### config.mk
export PLATFORM = sky130hd
export DESIGN_NAME = scl_prescaler
export DESIGN_NICKNAME = d
export VERILOG_FILES = /design/src/rtl/scl_prescaler.sv
export SDC_FILE = /design/constraint.sdc
export NUM_CORES = 1
export LEC_CHECK = 0
export ABC_AREA = 1
export BUFFER_PORTS_ARGS = -buffer_cell sky130_fd_sc_hd__buf_2
export CAP_MARGIN = 20
export CORE_ASPECT_RATIO = 1.4
export CORE_MARGIN = 4
export CORE_UTILIZATION = 31
export CTS_CLUSTER_SIZE = 30
export DETAILED_ROUTE_END_ITERATION = 10
export PLACE_DENSITY = 0.6
export SYNTH_ARGS = -nofsm -noshare
export SYNTH_HDL_FRONTEND = slang
export SYNTH_SLANG_ARGS = --single-unit
export TNS_END_PERCENT = 50
### constraint.sdc
create_clock -name clk -period 3.9 [get_ports clk]
set_input_delay 0.585 -clock clk [delete_from_list [all_inputs] [get_ports clk]]
set_output_delay 0.585 -clock clk [all_outputs]
set_load 0.03 [all_outputs]
### src/rtl/scl_prescaler.sv
module scl_prescaler #(
  parameter int A_W    = 2,
  parameter int B_W    = 6,
  parameter int PHASES = 22
) (
  input  logic                       clk,
  input  logic                       rst_n,
  input  logic                       en,
  input  logic [A_W-1:0]             div_a,
  input  logic [B_W-1:0]             div_b,
  output logic                       phase_tick,
  output logic                       period_strobe,
  output logic                       scl_high,
  output logic [$clog2(PHASES)-1:0]  phase
);
  localparam int PH_W = $clog2(PHASES);
  localparam int HALF = PHASES / 2;

  logic [A_W-1:0] cnt_a, lat_a;
  logic [B_W-1:0] cnt_b, lat_b;
  logic           run;

  wire a_tc = (cnt_a == lat_a);
  wire b_tc = (cnt_b == lat_b);
  wire step = en & a_tc & b_tc;
  wire last = (phase == PH_W'(PHASES - 1));
  wire wrap = step & last;

  always_ff @(posedge clk or negedge rst_n) begin
    if (!rst_n) begin
      cnt_a         <= '0;
      cnt_b         <= '0;
      lat_a         <= '0;
      lat_b         <= '0;
      phase         <= '0;
      run           <= 1'b0;
      phase_tick    <= 1'b0;
      period_strobe <= 1'b0;
    end else begin
      run           <= en;
      phase_tick    <= step;
      period_strobe <= wrap;
      if (!en) begin
        cnt_a <= '0;
        cnt_b <= '0;
        phase <= '0;
        lat_a <= div_a;
        lat_b <= div_b;
      end else begin
        cnt_a <= a_tc ? '0 : cnt_a + 1'b1;
        if (a_tc) cnt_b <= b_tc ? '0 : cnt_b + 1'b1;
        if (step) phase <= last ? '0 : phase + 1'b1;
        if (wrap) begin
          lat_a <= div_a;
          lat_b <= div_b;
        end
      end
    end
  end

  assign scl_high = ~run | (phase >= PH_W'(HALF));
endmodule

After elaboration in Yosys (flattened, before gate mapping). Index checks and enable logic that the tools add are counted. Widths: inputs -> output; s select.

Register bits: 24. Word-level logic and storage cells: 35. Output and inout port bits: 8.

Bitwise gates (word level): 5. Order comparisons: 1. Muxes and demuxes: 12. Add/sub/neg operators: 3. Eq/ne operators: 6.

Operators by type and width (number): $mux 6 (5); $mux 5 (3); $mux 2 (4); $add 6x1->6 const B (1); $eq 6x6->1 (1); $ne 2x1->1 const B (3); $add 5x1->5 const B (1); $eq 5x5->1 const B (1); $ge 5x4->1 const B (1); $and 1x1->1 (3); $add 2x1->2 const B (1); $eq 2x2->1 (1); $not 1->1 (1); $or 1x1->1 (1).

Logic depth before layout (Yosys ltp). Gate-level depths: netlist of the first run.

Word-level depth: 6. Gate-level depth with buffers: 9.

Least setup slack after synthesis of the first run. No wires, ideal clock.

Path kind: reg2out. From: reg phase[0]. To: out scl_high. Path slack: 1.285 ns. Stages on the path, launching flop included: 4. Path buffers: 0. Arrival time: 2.030 ns. Required time: 3.315 ns. Cell sequence: dfrtp_1 -> ha_1 -> nor2_1 -> o311ai_0.

Word-level cells in the longest chain between the ends: 2.

RTL lines: start, declared (line 14) `output logic [$clog2(PHASES)-1:0] phase`; start signal, assigned (line 52) `if (step) phase <= last ? '0 : phase + 1'b1;`; $ge 5x4->1 (line 61) `assign scl_high = ~run | (phase >= PH_W'(HALF));`; $or 1x1->1 (line 61); end, declared (line 13) `output logic scl_high,`.

No other way between the ends.

Worst setup path in the final report of the first run. Same ends and word-level chain as after synthesis.

==> results of run 1 <==
kinds of logic (layout without fill, tap and decap cells):
| logic type | Yosys count | in the layout | synth area share, % |
|---|---|---|---|
| AND/OR/NAND/NOR | 78 | 78 | 31.0 |
| flip-flops | 24 | 24 | 46.7 |
| buffers and inverters | 22 | 41 | 7.01 |
| AO/OA/AOI/OAI | 11 | 11 | 4.87 |
| XOR/XNOR | 11 | 11 | 7.50 |
| adder cells (fa/ha/maj) | 3 | 3 | 2.92 |
where the power goes:
part,internal [mW],switching (mW)
registers,0.268,0.0193
logic,0.0397,0.0788
clock network,0.137,0.0830
worst max-delay path by stage:
stage | end | slack, ns | depth (start not counted)
2_1_floorplan | scl_high | 1.28 | 3
3_3_place_gp | scl_high | 2.06 | 4
3_5_place_dp | scl_high | 2.07 | 4
4_1_cts | scl_high | 1.76 | 4
5_1_grt | scl_high | 1.58 | 4
6_report | scl_high | 1.78 | 4
placed cells by master, fill, tap and decap left out, types with 2 or more instances in the layout:
cell       n
nand2_1   38
o21ai_0    3
o22ai_1    3
nor2_1     2
dfrtp_1   24
buf_2     18
xnor2_1    3
a21oi_1    2
nand3_1   27
ha_1       3
nor2_2     2
nor3_1     2
clkbuf_8   3
inv_1     18
xor2_1     8
nor2_4     2
o21ai_1    2
layout make-up:
class | count | area share (%)
clock buffer | 3 | 2.79
clock inverter | 1 | 2.03
inverter | 19 | 4.81
multi-input combinational | 103 | 40.1
sequential | 24 | 40.5
tap | 43 | 3.63
timing repair buffer | 18 | 6.08
worst register-to-register path, cell delays in order, from the launching register on:
cell and delay, ns:
dfrtp_1 0.42, inv_1 0.09, ha_1 0.15, nand3_1 0.11, o21ai_1 0.54, nand3_1 0.17
nand2_1 0.09
cell usage after synthesis, drive strengths merged:
cell type  instances  area, sq um
dfrtp             24          601
buf                3         18.8
nand2             40          160
a21oi              2         10.0
nor2               7         62.6
nor3               2         10.0
xnor2              3         26.3
nand4              1         12.5
nand3             28          153
o311ai             1         8.76
xor2               8         70.1
o22ai              3         18.8
inv               19         71.3
o21ai              5         25.0
ha                 3         37.5
layer usage:
metal	track usage, %	part of all wire [%]
met1	12.2	41
met2	18.6	54
met3	1.61	2.8
met4	5.21	1.9
met5	0	0
sequential cells by signal, indices dropped and copies added (netlist names):
signal,cells
cnt_a,2
cnt_b,6
lat_a,2
lat_b,6
period_strobe,1
phase,5
phase_tick,1
run,1
through the flow:
stage / utilization (%) / total power, mW
finish: 37.5 / 0.626
global route: 37.5 / 0.664
CTS: 37.5 / 0.635
detailed placement: 35.7 / 0.412
global placement: 35.7 / 0.413
floorplan: - / 0.379
==> results.yml, run 1 <==
global_route:
  grt_max_degree: 25
  first_global_vias: 1009
  grt_pass1_wl_um: 4620
  antenna_found_initial: 0
  gr-total-overflow: 0
  track_usage_pct: 10.5
detailed_routing:
  routedWlPerCell_um: 12.4
  ant_nets: 0
  vias_per_cell: 4.78
  drt_iter0_drc: 14
  drt-total-wl_um: 2610
  first_pass_iters: 4
  num_vias: 1009
  drc: 0
layout:
  area_delta_synth_final_pct: 15.3
  drive_gt1_share_pct: 19.0
  n_fill_cell: 408
  fin_cells: 211
  antenna_cells: 0
  final_nets: 183
  multi_input_area_sq_um: 594
  register_area_sq_um: 601
  fin_area_sq_um: 1480
cts:
  clock_latency_ns: 0.27
  cts_resized: 0
  ctsHoldBuffers: 0
  cts_inserted_buffers: 3
  root_buffer: "clkbuf_8"
  cts.sinks: 24
  path_clk_slew_ns: 0.09
  cts_tree: "yes"
  h-tree-depth: 1
  postCtsSetupBuffers: 0
  cts.path.max_buffers: 2
setup_path:
  r2r-end: "lat_b[5]"
  crit_start: "phase[0]"
  crit_fanout: 6
  end_kind: "output port"
  crit_slowest_cell: "dfrtp_1"
  path_delay_family: "flip-flops"
  crit_path_max_incr_delay_ns: 0.44
  cp_data_arrival_time_ns: 1.54
  path_buf_inv: 1
  reg2regPathDepth: 6
  r2r_setup_slack_ns: 2.29
  crit_path_start_kind: "flip-flop"
  criticalPathCategory: "flip-flop to output port"
  path_cells: "ha_1 > nor2_1 > o311ai_0 > buf_2"
  required_ns: 3.31
  worstReg2RegStart: "phase[1]"
logic_synthesis:
  syn_avg_cell_area_sq_um: 8.62
  netlist_area_sq_um: 1280
  synth_warnings: 0
  yosysUniqueCellTypes: 24
  syn-num-nets: 163
  synthCells: 149
  ys_seq_elements: 24
  ys_seq_area_share_pct: 46.7
job:
  max-cap-violations: 0
die:
  ios: 19
  start_util_pct: 32.5
  rows: 27
  die_h_um: 84.2
  dieWidth_um: 62.4
  die_area_sq_um: 5250
  core_area_sq_um: 3950
power_and_ir_drop:
  powerDensity_nw_per_um2: 423
  ir_worst_vdd_v: 0.000301
  power.leakage_nw: 0.770
placed_design:
  dpl-instance-area_sq_um: 1410
  gp_congestion: 0.756
  pre_cts_slack_ns: 2.07
  post-dp-hpwl_um: 1970
  dp_cells: 207
  io_buffers: 18
outcome:
  outcome: "finished clean"
worst_hold_path:
  hold_path_class: "input port to asynchronous set/reset pin"
timing:
  worst_pin_slew_ns: 0.637
  finalCritPeriodShare_pct: 54.4
  finalCriticalPeriod_ns: 2.12
  hold_viol_final: 0
  rsz0062_at_grt: "no"
  postLayoutSetupSlackWorst_ns: 1.78
  fmax_ghz: 0.471
  worst_hold_slack_ns: 0.290
  slew_viol_final: 0
  final-setup-viol-count: 0
  fin_worst_skew_ns: 0.00582
  fin_tns_setup_ns: 0
  slew_headroom_pct: 57.2
Note: power is estimated with default switching activity, not from simulation.
==> run 2: changes to the inputs <==
Settings changed: ABC_AREA 1 to 0, PLACE_DENSITY 0.6 to 0.61.
Clock period 3.9 ns to 1.88 ns, I/O delays scaled along.
==> run 2 against run 1 <==
Compared with the run above: global-route usage decreased by 0.33 points; critical path depth increased by 3; hold slack worse by 0.047 ns; worst setup slack worse by 1.7 ns; first-iteration DRC count grew to 2.8 times the previous value; clock-buffer cell count is the same; sequential cell count did not move; register-to-register slack lost 2.2 ns; highest routed layer unchanged.
==> results.yml, run 2 <==
setup_path:
  crit_start: "phase[0]"
  crit_fanout: 8
  criticalPathCategory: "flip-flop to flip-flop"
  cp_data_arrival_time_ns: 1.98
  crit_path_max_incr_delay_ns: 0.37
  required_ns: 2.04
  crit_path_start_kind: "flip-flop"
  path_cells: "buf_4 > ha_1 > and4b_1 > nand3_2 > o31ai_4 > buf_12 > mux2_2"
  end_kind: "flip-flop"
  crit_slowest_cell: "dfrtp_2"
  reg2regPathDepth: 7
  r2r_setup_slack_ns: 0.05
  r2r-end: "lat_a[1]"
  worstReg2RegStart: "phase[0]"
logic_synthesis:
  ys_top_cells_by_area: "dfrtp_1, mux2_2, xnor2_1, ha_1, o21ai_0"
  synthCells: 108
  synth_top_cell_by_area: "dfrtp_1"
  ys_seq_elements: 24
  syn_avg_cell_area_sq_um: 11.5
  netlist_area_sq_um: 1240
  synth-edff-count: 0
  synth_warnings: 0
  synth_top_area_share_pct: 48.4
  ys_async_sr_fraction_pct: 100
  synth_common_cells: "dfrtp_1, mux2_2, nand2_1, xnor2_1"
  synthFlopType: "dfrtp_1"
  yosys.cell_count.top_type: "dfrtp_1"
  ys_seq_area_share_pct: 48.4
  syn-num-nets: 122
  yosysUniqueCellTypes: 38
cts:
  cts_tree: "yes"
  cts_inserted_buffers: 3
  path_clk_slew_ns: 0.08
  h-tree-depth: 1
  cts.path.max_buffers: 2
  cts.sinks: 24
  root_buffer: "clkbuf_8"
  clock_latency_ns: 0.26
outcome:
  outcome: "finished clean"
global_route:
  grt_max_degree: 25
  grt_pass1_wl_um: 4120
  track_usage_pct: 10.2
  antenna_found_initial: 0
  first_global_vias: 1000
  gr-total-overflow: 0
layout:
  final_nets: 154
  multi_input_area_sq_um: 624
  final_common_cell: "dfrtp_1"
  register_area_sq_um: 603
  reg_top3: "cnt_b x6, lat_b x6, phase x5"
  n_fill_cell: 356
  area_delta_synth_final_pct: 27.6
  final_cell_mix: "dfrtp_1, buf_2, nand2_1, mux2_2, buf_4"
  fin_area_sq_um: 1580
  antenna_cells: 0
  drive_gt1_share_pct: 38.8
power_and_ir_drop:
  sequentialPowerShare_pct: 46.9
  p_comb_share_pct: 17.9
  clkPwrFrac_pct: 35.2
  powerDensity_nw_per_um2: 803
  power.leakage_nw: 0.693
  p_sw_mw: 0.320
  ir_worst_vdd_v: 0.000566
  p_int_mw: 0.951
  p_sw_share_pct: 25.1
die:
  ios: 19
  rows: 26
  dieWidth_um: 61.5
  start_util_pct: 33.1
  die_h_um: 82.8
  die_area_sq_um: 5090
  core_area_sq_um: 3740
placed_design:
  dpl-instance-area_sq_um: 1430
  post-dp-hpwl_um: 1850
  gp_congestion: 0.823
  pre_cts_slack_ns: 0.0484
  io_buffers: 18
timing:
  final-setup-viol-count: 0
  slew_viol_final: 0
  hold_viol_final: 0
  finalCriticalPeriod_ns: 1.83
  worst_pin_slew_ns: 0.572
  postLayoutSetupSlackWorst_ns: 0.0517
  fmax_ghz: 0.547
  fin_worst_skew_ns: 0.00351
  slew_headroom_pct: 61.8
  finalCritPeriodShare_pct: 97.3
detailed_routing:
  drc: 0
  num_vias: 960
  ant_nets: 0
  drt_iter0_drc: 39
  vias_per_cell: 5.30
  first_pass_iters: 4
  routedWlPerCell_um: 13.7
  drt-total-wl_um: 2470
worst_hold_path:
  hold_path_class: "input port to flip-flop"
  hold_path.startpoint: "div_b[5]"
  hold_depth: 2
  min_to: "lat_b[5]"
job:
  max-cap-violations: 0
## run 2: power groups by stage
| stage | clock network (mW) | logic (mW) | registers (mW) |
|---|---|---|---|
| floorplan | 0 | 0.148 | 0.599 |
| global placement | 0 | 0.214 | 0.604 |
| detailed placement | 0 | 0.218 | 0.605 |
| CTS | 0.462 | 0.223 | 0.596 |
| global route | 0.479 | 0.257 | 0.602 |
| finish | 0.447 | 0.227 | 0.597 |
## run 2: layer usage
| layer | wire length [um] | track usage, % | vias up |
|---|---|---|---|
| met5 | 0 | 0 | - |
| met4 | 33 | 3.47 | 0 |
| met3 | 107 | 1.86 | 4 |
| met2 | 1290 | 18.3 | 22 |
| met1 | 1040 | 11.5 | 476 |
| li1 | - | - | 458 |
## run 2: final cells by class
type	count	area share, %
inverters	6	1.42
multi-input cells	75	39.4
well taps	42	3.32
flip-flops and latches	24	38.1
repair buffers	30	13.2
clock inverters	1	1.90
clock buffers	3	2.61
## run 2: worst max-delay path by stage
stage | slack, ns | endpoint | cells past startpoint
after floorplan | -0.04 | lat_a[0] | 7
after global routing | -0.002 | lat_a[1] | 7
after detailed placement | 0.05 | lat_a[0] | 6
final | 0.05 | lat_a[1] | 7
after global placement | 0.10 | lat_b[0] | 6
after CTS | 0.02 | scl_high | 6
## run 2: critical path, delay by kind of cell (launching register included)
| kind | cells | cell delay [ns] |
|---|---|---|
| AO/OA/AOI/OAI | 1 | 0.28 |
| buffers and inverters | 2 | 0.27 |
| AND/OR/NAND/NOR | 2 | 0.35 |
| adder cells (fa/ha/maj) | 1 | 0.13 |
| multiplexers | 1 | 0.33 |
| flip-flops | 1 | 0.37 |
## run 2: logic make-up (layout without fill, tap and decap cells)
| logic type | count (synthesis) | after routing | share of synthesized area (%) |
|---|---|---|---|
| simple gates | 31 | 31 | 15.5 |
| mux | 8 | 8 | 7.27 |
| fa+ha+maj | 3 | 3 | 3.03 |
| compound gates | 23 | 23 | 14.6 |
| buf+inv | 9 | 40 | 3.43 |
| xor+xnor | 10 | 10 | 7.67 |
| flops | 24 | 24 | 48.4 |
## run 2: repair_timing
item                                    4_1_cts  5_1_grt
hold endpoints to repair                     14        0
pin swaps                                     0        3
gates resized for setup                       4        4
hold buffers                                  1        0
buffers inserted                              1        1
endpoints found under the setup margin        1       10
## run 2: stage by stage
stage	std cells	hold slack, ns	utilization [%]	power [mW]	setup TNS (ns)
final	181	0.243	42.3	1.27	0
after CTS	180	0.226	41.2	1.28	0
after global routing	181	0.229	42.3	1.34	-0.00426
after global placement	174	0.288	38.3	0.818	0
after detailed placement	174	0.296	38.3	0.823	0
after floorplan	108	-0.0136	-	0.746	-0.299
==> run 3: changes to the inputs <==
Settings changed: PLACE_DENSITY 0.61 to unset, PLACE_DENSITY_LB_ADDON set to 0.08.
==> run 3 against run 2 <==
Compared with the run above: the run now ends with hold timing left; register-to-register slack improved by 0.05 ns; hold slack got worse by 0.26 ns; first-iteration DRC count fell by 38%; sequential share of layout area unchanged; cell area unchanged; routed wire length is 11% higher.
==> results.yml, run 3 (synthesis gave the netlist of run 2 again) <==
outcome:
  outcome: "complete, but fails checks"
  violations: "hold timing"
detailed_routing:
  drc: 0
  drt-total-wl_um: 2740
  vias_per_cell: 5.20
  num_vias: 962
  routedWlPerCell_um: 14.8
  ant_nets: 0
  drt_iter0_drc: 24
  first_pass_iters: 4
setup_path:
  required_ns: 1.60
  crit_path_start_kind: "flip-flop"
  end_kind: "output port"
  cp_data_arrival_time_ns: 1.51
  crit_fanout: 4
  criticalPathCategory: "flip-flop to output port"
job:
  max-cap-violations: 0
timing:
  final-setup-viol-count: 0
  fmax_ghz: 0.558
  worst_pin_slew_ns: 0.549
  worst_hold_slack_ns: -0.0129
  hold_viol_final: 22
  finalCritPeriodShare_pct: 95.3
  rsz0062_at_grt: "no"
  slew_headroom_pct: 63.4
  finalCriticalPeriod_ns: 1.79
  slew_viol_final: 0
  fin_worst_skew_ns: 0.00394
power_and_ir_drop:
  sequentialPowerShare_pct: 45.6
  p_int_mw: 0.963
  p_sw_mw: 0.336
  clkPwrFrac_pct: 35.2
  ir_worst_vdd_v: 0.000501
  power.leakage_nw: 0.699
  powerDensity_nw_per_um2: 821
  p_comb_share_pct: 19.2
  p_sw_share_pct: 25.9
die:
  core_area_sq_um: 3740
  die_h_um: 82.8
  ios: 19
  rows: 26
  die_area_sq_um: 5090
  dieWidth_um: 61.5
  start_util_pct: 33.1
global_route:
  track_usage_pct: 11.6
  met1_usage_pct: 12.6
  gr-total-overflow: 0
  busiest_layer: "met2"
  grt_max_degree: 25
  grtUsageMet2_pct: 20.7
  first_global_vias: 997
  antenna_found_initial: 0
  grt_pass1_wl_um: 4530
  use_met3_pct: 1.86
layout:
  reg_top3: "cnt_b x6, lat_b x6, phase x5"
  multi_input_area_sq_um: 609
  n_fill_cell: 372
  utilization_pct: 42.3
  final_nets: 158
  antenna_cells: 0
  final_cell_mix: "dfrtp_1, buf_2, buf_4"
  area_delta_synth_final_pct: 27.6
  drive_gt1_share_pct: 39.9
  final_common_cell: "dfrtp_1"
  register_area_sq_um: 603
cts:
  cts.sinks: 24
  cts_tree: "yes"
  path_clk_slew_ns: 0.09
  cts.path.max_buffers: 2
  clock_latency_ns: 0.27
  cts_inserted_buffers: 3
  root_buffer: "clkbuf_8"
  ctsHoldBuffers: 0
  h-tree-depth: 1
placed_design:
  gp_congestion: 0.765
  io_buffers: 18
  post-dp-hpwl_um: 2140
worst_hold_path:
  hold_path_class: "input port to asynchronous set/reset pin"
[run 3: cell count changes in the layout (fill, tap and decap cells not counted), sizes merged]
cell	delta
buf	+5
dlygate4sd3	-1
[run 3: layout make-up]
| cell class | instances | area share [%] |
|---|---|---|
| multi-input combinational | 75 | 38.5 |
| timing repair buffer | 34 | 14.2 |
| tap | 42 | 3.32 |
| inverter | 6 | 1.42 |
| sequential | 24 | 38.1 |
| clock buffer | 3 | 2.61 |
| clock inverter | 1 | 1.90 |
[run 3: metal layers]
| metal | part of all wire [%] | up-vias |
|---|---|---|
| li1 | - | 463 |
| met1 | 39 | 478 |
| met4 | 1.9 | 0 |
| met3 | 3.6 | 4 |
| met2 | 56 | 17 |
| met5 | 0 | - |
[run 3: path summary, 6_finish.rpt]
check | startpoint | to | slack (ns) | depth (start not counted)
setup / recovery | phase[1] | scl_high | 0.09 | 6
hold / removal | rst_n | cnt_b[4] | -0.01 | 1
setup reg to reg | phase[0] | lat_b[5] | 0.10 | 6
hold reg to reg | cnt_a[0] | cnt_a[0] | 0.52 | 1
max in group asynchronous | rst_n | phase[0] | 1.50 | 1
min in group clk | div_a[1] | lat_a[1] | 0.24 | 2
[run 3: timing repair]
action                                  4_1_cts  5_1_grt
pin swaps                                     1        2
setup buffers                                 0        2
endpoints found under the setup margin        1        5
gates resized for setup                       5        1
hold endpoints to repair                      0        0
[run 3: critical path, stage by stage (launching register included)]
cell and delay [ns]:
dfrtp_2 0.42, buf_6 0.13, ha_4 0.16, a211o_1 0.22, nand2_1 0.07, nand3b_1 0.09
buf_6 0.15
[run 3: through the flow]
stage               instances  cell area [sq um]  TNS, ns  setup slack (ns)  power [mW]
floorplan                 108               1240   -0.299           -0.0373       0.746
global placement          179               1470        0             0.104       0.849
detailed placement        179               1470        0            0.0917       0.855
CTS                       183               1560        0            0.0167        1.32
global route              185               1580        0            0.0123        1.37
finish                    185               1580        0            0.0893        1.30
[run 3: power groups by stage]
| stage | clock network, mW | registers [mW] | logic [mW] |
|---|---|---|---|
| 2_1_floorplan | 0 | 0.599 | 0.148 |
| 3_3_place_gp | 0 | 0.603 | 0.246 |
| 3_5_place_dp | 0 | 0.604 | 0.251 |
| 4_1_cts | 0.476 | 0.594 | 0.254 |
| 5_1_grt | 0.497 | 0.598 | 0.279 |
| 6_report | 0.458 | 0.593 | 0.249 |
